File: src/rtl/pll_lock_pkg.sv
package pll_lock_pkg;
  typedef enum logic {
    ADDR_RATIO = 1'b0,
    ADDR_CTRL  = 1'b1
  } reg_addr_e;

  localparam int CTRL_HALF_BIT  = 0;
  localparam int CTRL_IRQEN_BIT = 1;
endpackage

File: src/rtl/pll_cfg_regs.sv
module pll_cfg_regs
  import pll_lock_pkg::*;
#(
  parameter int DATA_W = 32,
  parameter int DIV_W  = 8,
  parameter int MUL_W  = 8,
  parameter int CNT_W  = 6
) (
  input  logic              clk,
  input  logic              rst,
  input  logic              wr_en,
  input  logic              wr_addr,
  input  logic [DATA_W-1:0] wr_data,
  output logic [DIV_W-1:0]  div_q,
  output logic [MUL_W-1:0]  mul_q,
  output logic              half_q,
  output logic              irq_en_q,
  output logic              en_q,
  output logic              ratio_wr,
  output logic              new_en,
  output logic [CNT_W-1:0]  new_cnt
);
  localparam int MUL_LSB = DIV_W;
  localparam int CNT_LSB = DIV_W + MUL_W;

  logic [DIV_W-1:0] new_div;
  logic [MUL_W-1:0] new_mul;
  logic             ctrl_wr;

  always_comb begin
    ratio_wr = wr_en && (wr_addr == ADDR_RATIO);
    ctrl_wr  = wr_en && (wr_addr == ADDR_CTRL);
    new_div  = wr_data[DIV_W-1:0];
    new_mul  = wr_data[MUL_LSB +: MUL_W];
    new_cnt  = wr_data[CNT_LSB +: CNT_W];
    new_en   = (new_div != '0) && (new_mul != '0);
  end

  always_ff @(posedge clk) begin
    if (rst) begin
      div_q    <= '0;
      mul_q    <= '0;
      en_q     <= 1'b0;
      half_q   <= 1'b0;
      irq_en_q <= 1'b0;
    end else begin
      if (ratio_wr) begin
        div_q <= new_div;
        mul_q <= new_mul;
        en_q  <= new_en;
      end
      if (ctrl_wr) begin
        half_q   <= wr_data[CTRL_HALF_BIT];
        irq_en_q <= wr_data[CTRL_IRQEN_BIT];
      end
    end
  end


  en_fields_chk: assert property (@(posedge clk) disable iff (rst)
    en_q |-> (div_q != '0) && (mul_q != '0));

  ctrl_keeps_ratio_chk: assert property (@(posedge clk) disable iff (rst)
    ctrl_wr |=> $stable(div_q) && $stable(mul_q) && $stable(en_q));
endmodule

File: src/rtl/pll_lock_timer.sv
module pll_lock_timer #(
  parameter int CNT_W = 6
) (
  input  logic             clk,
  input  logic             rst,
  input  logic             en_q,
  input  logic             ratio_wr,
  input  logic             new_en,
  input  logic [CNT_W-1:0] new_cnt,
  input  logic             tick,
  output logic             lock_q
);
  logic [CNT_W-1:0] cnt_q;
  logic             armed_q;

  always_ff @(posedge clk) begin
    if (rst) begin
      cnt_q   <= '0;
      armed_q <= 1'b0;
      lock_q  <= 1'b0;
    end else if (ratio_wr) begin
      lock_q  <= 1'b0;
      armed_q <= new_en;
      cnt_q   <= new_en ? new_cnt : '0;
    end else if (!en_q) begin
      lock_q  <= 1'b0;
      armed_q <= 1'b0;
      cnt_q   <= '0;
    end else if (tick && armed_q) begin
      if (cnt_q == '0) begin
        lock_q  <= 1'b1;
        armed_q <= 1'b0;
      end else begin
        cnt_q <= cnt_q - 1'b1;
      end
    end
  end


  restart_load_chk: assert property (@(posedge clk) disable iff (rst)
    ratio_wr && new_en |=> !lock_q && armed_q && (cnt_q == $past(new_cnt)));

  tick_step_chk: assert property (@(posedge clk) disable iff (rst)
    en_q && !ratio_wr && tick && armed_q && (cnt_q != '0)
      |=> cnt_q == CNT_W'($past(cnt_q) - 1'b1));

  disable_clear_chk: assert property (@(posedge clk) disable iff (rst)
    ratio_wr && !new_en |=> !lock_q && !armed_q);

  lock_rise_chk: assert property (@(posedge clk) disable iff (rst)
    $rose(lock_q) |-> $past(tick) && $past(armed_q));
endmodule

File: src/rtl/pll_lock_ctrl.sv
module pll_lock_ctrl #(
  parameter int DATA_W = 32,
  parameter int DIV_W  = 8,
  parameter int MUL_W  = 8,
  parameter int CNT_W  = 6
) (
  input  logic              clk,
  input  logic              rst,
  input  logic              wr_en,
  input  logic              wr_addr,
  input  logic [DATA_W-1:0] wr_data,
  input  logic              slow_tick,
  output logic [DIV_W-1:0]  div_o,
  output logic [MUL_W-1:0]  mul_o,
  output logic              half_o,
  output logic              pll_en_o,
  output logic              lock_o,
  output logic              irq_o
);
  logic             irq_en;
  logic             ratio_wr;
  logic             new_en;
  logic [CNT_W-1:0] new_cnt;

  pll_cfg_regs #(
    .DATA_W(DATA_W), .DIV_W(DIV_W), .MUL_W(MUL_W), .CNT_W(CNT_W)
  ) u_regs (
    .clk(clk), .rst(rst), .wr_en(wr_en), .wr_addr(wr_addr), .wr_data(wr_data),
    .div_q(div_o), .mul_q(mul_o), .half_q(half_o), .irq_en_q(irq_en),
    .en_q(pll_en_o), .ratio_wr(ratio_wr), .new_en(new_en), .new_cnt(new_cnt)
  );

  pll_lock_timer #(.CNT_W(CNT_W)) u_timer (
    .clk(clk), .rst(rst), .en_q(pll_en_o), .ratio_wr(ratio_wr),
    .new_en(new_en), .new_cnt(new_cnt), .tick(slow_tick), .lock_q(lock_o)
  );

  assign irq_o = lock_o & irq_en;


  lock_needs_en_chk: assert property (@(posedge clk) disable iff (rst)
    lock_o |-> pll_en_o);

  irq_needs_lock_chk: assert property (@(posedge clk) disable iff (rst)
    irq_o |-> lock_o);
endmodule

File: config.mk
export PLATFORM = sky130hd
export DESIGN_NAME = pll_lock_ctrl
export DESIGN_NICKNAME = d
export VERILOG_FILES = /design/src/rtl/pll_lock_pkg.sv /design/src/rtl/pll_cfg_regs.sv /design/src/rtl/pll_lock_timer.sv /design/src/rtl/pll_lock_ctrl.sv
export SDC_FILE = /design/constraint.sdc
export NUM_CORES = 1
export LEC_CHECK = 0
export BUFFER_PORTS_ARGS = -buffer_cell sky130_fd_sc_hd__buf_2
export CELL_PAD_IN_SITES_DETAIL_PLACEMENT = 2
export CELL_PAD_IN_SITES_GLOBAL_PLACEMENT = 2
export CORE_AREA = 2 2 71 73
export DETAILED_ROUTE_END_ITERATION = 6
export DIE_AREA = 0 0 73 75
export GPL_TIMING_DRIVEN = 0
export PLACE_DENSITY = 0.89
export SLEW_MARGIN = 20
export SYNTH_ARGS = -nofsm -noshare
export SYNTH_HDL_FRONTEND = slang
export SYNTH_SLANG_ARGS = --single-unit
export TNS_END_PERCENT = 5
File: constraint.sdc
create_clock -name clk -period 3 [get_ports clk]
set_input_delay 0.3 -clock clk [delete_from_list [all_inputs] [get_ports clk]]
set_output_delay 0.3 -clock clk [all_outputs]
set_load 0.02 [all_outputs]
# Word level (Yosys, flattened, before mapping)
# Index checks and enable logic that the tools add are counted.
dict set report word_totals {
  output_inout_bits 20
  ff_bits 27
  input_bits 37
  ram_bits 0
  rom_bits 0
  memories 0
  latch_bits 0
}
dict set report classes {
  addsub 1
  n_div 0
  reduce_logical 11
  n_eq_ne 3
  multipliers 0
  bitwise_logic 3
  magnitude_cmp 0
  n_mux 9
  shifts 0
}
# cell n
set op_table {}
lappend op_table {{two-way mux 6 bit} 5}
lappend op_table {{nonzero test 8 bit} 2}
lappend op_table {{zero test 6 bit} 1}
lappend op_table {{inequality test 3 x 2 -> 1 bit, second input constant} 2}
lappend op_table {{AND reduction 2 bit} 3}
lappend op_table {{subtractor 6 x 1 -> 6 bit, second input constant} 1}
lappend op_table {{logical AND 1 bit} 4}
lappend op_table {{two-way mux 1 bit} 4}
lappend op_table {{inequality test 3 bit, second input constant} 1}
lappend op_table {{OR reduction 3 bit} 1}
lappend op_table {{inverter 1 bit} 2}
lappend op_table {{AND 1 bit} 1}

# Longest topological paths before layout
dict set report depth {
  depth_word 5
  depth_mapped 6
  mapped_depth_nobuf 6
}

# Modules after synthesis
# A second synthesis with hierarchy kept.
dict set report hier_totals {
  hier_cells 153
  area_unflattened_um2 1247.4
}
# module cells_per_inst area_each_um2 n_inst
set by_module_without_submodules {}
lappend by_module_without_submodules {pll_cfg_regs 96 742.0 1}
lappend by_module_without_submodules {pll_lock_timer 56 499.2 1}
lappend by_module_without_submodules {pll_lock_ctrl 1 6.3 1}

# Least setup slack after synthesis
# Ideal clock, no wire load.
dict set report synth_path {
  kind {flip-flop to flip-flop}
  start {register u_timer.cnt_q[2]}
  end {register u_timer.cnt_q[1]}
  period_less_slack_ns 1.445
  required_time_ns 2.914
  slack_ns 1.555
  stages_incl_launch_ff 5
  path_buffers 0
  arrival_ns 1.359
  setup_ns 0.086
  cell_sequence {dfxtp_1 or3_4 o21a_4 a21o_1 a221oi_2}
}
dict set report synth_between {
  elab_chain_len 3
}
# element line
set synth_rtl {}
lappend synth_rtl {{start, declared} pll_lock_timer.sv:13} ;# logic [CNT_W-1:0] cnt_q;
lappend synth_rtl {{start signal, assigned} pll_lock_timer.sv:24} ;# cnt_q <= new_en ? new_cnt : '0;
lappend synth_rtl {{start signal, assigned} pll_lock_timer.sv:34} ;# cnt_q <= cnt_q - 1'b1;
lappend synth_rtl {{zero test 6 bit} pll_lock_timer.sv:30} ;# if (cnt_q == '0) begin
lappend synth_rtl {{inequality test 3 bit (no line)} --}
lappend synth_rtl {{AND reduction 2 bit (no line)} --}
# No other way between the ends.
# A chain may end at the register's enable or synchronous reset.

# Final worst setup path
dict set report layout_path {
  start {register u_timer.cnt_q[2]}
  end {register u_timer.cnt_q[0]}
}
# The elaborated chain is that of the path after synthesis.

==> qor.yml <==
run_status: "finished, final reports clean"
avgSynthCellArea_um2: 8.035
worst_clock_skew_ps: 2.708
worstPathRequired_ps: 3180
gr-total-overflow: 0
post_layout_nonfiller_instances: 251
power.static_leakage_nw: 0.6391
detailed_place_hpwl_mm: 2.943
cellPowerDensity_nw_per_um2: 475.6
die_area_um2: 5475
clock_sinks: 27
yosys_register_bits: 27
cts_hold_buffers: 0
cts_tree: "built"
final_hold_viol_count: 0
route.final.wire_length_mm: 3.768
synthesis.yosys.warnings: 0
critical_path.endpoint_type: "register"
number_of_buffers_on_the_longest_clock_path: 2
antenna_cells: 0
path_class: "register to register"
final.min_clock_period_ps: 1642
avgRoutedWirePerCell_um: 15.01
drtAntennaViolNets: 0
worst_hold_margin_ps: 257.9
std_cell_core_area_um2: 4661
number_of_global_route_vias_before_repair: 1331
drv_slew: 0
synth_top_flop_cell: "sky130_fd_sc_hd__dfxtp_1"
rsz0062_at_grt: "false"
clock.fmax_mhz: 608.8
detail_route.drc_violations: 0
cp.arrival_ps: 1820
syn_nets: 186
count_of_distinct_cell_types_in_the_synthesized_netlist: 29
synthesized_area_um2: 1181
area_growth_pct: 29.03
fin_crit_sh_pct: 54.75
post-cts-setup-buffer-count: 0
clk_root_buffer_cell: "sky130_fd_sc_hd__clkbuf_8"
die_w_um: 73
post_layout_net_count: 237
worst_slew_pin_slew_ps: 745.6
floorplan.initialDensity_pct: 25.34
row_count: 25
finalSetupTns_ps: 0
synth.yosys.seq_area_share_pct: 45.76
ir_drop_v: 0.0001791
die_height_um: 75
numCtsBuffers: 3
worst_path_max_fanout: 6
count_of_buffers_from_port_buffering: 46
timing.slew.headroom_pct: 50.29
power.total_w: 0.0007249
worstSetupStartpointType: "register"
drive_gt1_share_pct: 28.43
finalSetupViolCount: 0
htree_levels: 1
finish.utilization_pct: 32.70
drtPass1Iterations: 4
grt_pass1_wl_mm: 6.210
initial_antenna_violation_count: 0
cts_resized: 0
route.vias.total: 1245
grt_start_max_net_pins: 15
grt_util_all_layers_pct: 14.64
synth_edf_count: 0
clkLatencyLatePin_ps: 270
cap_violations: 0
ioPinCount: 57
synthArstFlopShare_pct: 0
detail_route.vias_per_cell: 4.960
gp_congestion: 0.8420
clk_pin_slew_ps: 90
syn_inst: 147
hold_path.class: "input port to register"
first_iter_violations: 59
placedCellCount: 247
worst max-delay path, cell delays in order (launching register included):
cell and delay, ps:
sky130_fd_sc_hd__dfxtp_1 380, sky130_fd_sc_hd__or3_4 440, sky130_fd_sc_hd__o21ai_0 330, sky130_fd_sc_hd__o21ai_0 140, sky130_fd_sc_hd__a221oi_1 270
worst paths after layout:
check	start	end	slack, ps	depth (start not counted)
setup reg to reg	u_timer.cnt_q[2]$_SDFFE_PP0P_	u_timer.cnt_q[0]$_SDFFE_PP0P_	1360	4
hold / removal	rst	u_timer.cnt_q[1]$_SDFFE_PP0P_	260	2
hold reg to reg	u_regs.div_q[4]$_SDFFE_PP0P_	u_regs.div_q[4]$_SDFFE_PP0P_	460	2
setup / recovery	u_timer.cnt_q[2]$_SDFFE_PP0P_	u_timer.cnt_q[0]$_SDFFE_PP0P_	1360	4
sequential cells by signal, summed over array words and instances (netlist names):
register         count
u_regs.div_q         8
u_regs.en_q          1
u_timer.lock_q       1
u_regs.mul_q         8
u_regs.irq_en_q      1
u_regs.half_q        1
u_timer.armed_q      1
u_timer.cnt_q        6
per-layer routing:
| metal | track usage [%] | wire length, um |
|---|---|---|
| met5 | 0 | 0 |
| met2 | 26.23 | 1910 |
| met1 | 17.56 | 1633 |
| met3 | 3.614 | 201 |
| met4 | 3.704 | 23 |
metrics by stage:
step	worst slack (ps)	cell area, um^2
after global placement	1314	1479
final	1358	1524
after floorplan	1555	1181
after global routing	1225	1524
after detailed placement	1233	1479
after CTS	1362	1524
cell usage after synthesis (3+ instances only):
cell type	n	share of area, %
sky130_fd_sc_hd__nor4_1	5	2.6
sky130_fd_sc_hd__a21oi_1	26	11
sky130_fd_sc_hd__clkbuf_1	4	1.3
sky130_fd_sc_hd__nand3_1	10	4.2
sky130_fd_sc_hd__inv_1	3	0.95
sky130_fd_sc_hd__nand2_1	37	12
sky130_fd_sc_hd__dfxtp_1	27	46
sky130_fd_sc_hd__and2_1	3	1.6
sky130_fd_sc_hd__o31ai_1	5	3.2
sky130_fd_sc_hd__o21ai_0	3	1.3
kinds of logic after synthesis:
group / after synthesis / synth area share [%]
and+or+nand+nor: 65 / 25.42
AOI/OAI and AO/OA: 42 / 22.24
buffers and inverters: 9 / 2.965
DFF: 27 / 45.76
adders and majority gates: 2 / 2.118
xor gates and xnor gates: 2 / 1.483
cells in the final DEF (no fill, tap or decap):
cell	netlist	final
sky130_fd_sc_hd__buf_1	1	1
sky130_fd_sc_hd__clkbuf_8	0	3
sky130_fd_sc_hd__nand2_2	1	1
sky130_fd_sc_hd__nor2_1	2	2
sky130_fd_sc_hd__nor4_1	5	5
sky130_fd_sc_hd__a21oi_1	26	26
sky130_fd_sc_hd__o31ai_1	5	5
sky130_fd_sc_hd__xnor2_1	1	1
sky130_fd_sc_hd__xor2_1	1	1
sky130_fd_sc_hd__nor3b_1	1	1
sky130_fd_sc_hd__nand3_1	10	10
sky130_fd_sc_hd__nand2_1	37	37
sky130_fd_sc_hd__a221oi_1	1	1
sky130_fd_sc_hd__or3_4	1	1
sky130_fd_sc_hd__buf_2	1	47
sky130_fd_sc_hd__a221oi_2	1	1
sky130_fd_sc_hd__nor3_1	2	2
sky130_fd_sc_hd__ha_1	2	2
sky130_fd_sc_hd__o211ai_1	1	1
sky130_fd_sc_hd__o21a_4	1	1
sky130_fd_sc_hd__o21ai_0	3	3
sky130_fd_sc_hd__clkbuf_1	4	5
sky130_fd_sc_hd__nand2b_1	2	2
sky130_fd_sc_hd__nor2b_1	1	1
sky130_fd_sc_hd__a21o_1	2	2
sky130_fd_sc_hd__dfxtp_1	27	27
sky130_fd_sc_hd__and2_1	3	3
sky130_fd_sc_hd__o31a_2	1	1
sky130_fd_sc_hd__a21o_2	1	1
sky130_fd_sc_hd__inv_1	3	3
final cells by class:
type | count | area (um^2)
inverters | 3 | 11.26
plain buffers | 6 | 23.77
repair buffers | 46 | 230.2
clock buffers | 4 | 45.04
well taps | 54 | 67.56
flip-flops and latches | 27 | 540.5
fillers | 553 | 3137
multi-input cells | 111 | 605.6
report_power, final:
part | total (W) | internal (W) | switching (W) | leakage, nW
registers | 0.000388 | 0.000375 | 0.0000123 | 0.221
logic | 0.000127 | 0.0000493 | 0.0000772 | 0.395
clock network | 0.000211 | 0.0000953 | 0.000116 | 0.0228
total | 0.000725 | 0.000520 | 0.000205 | 0.639
Power figures use the tool's default switching activity.
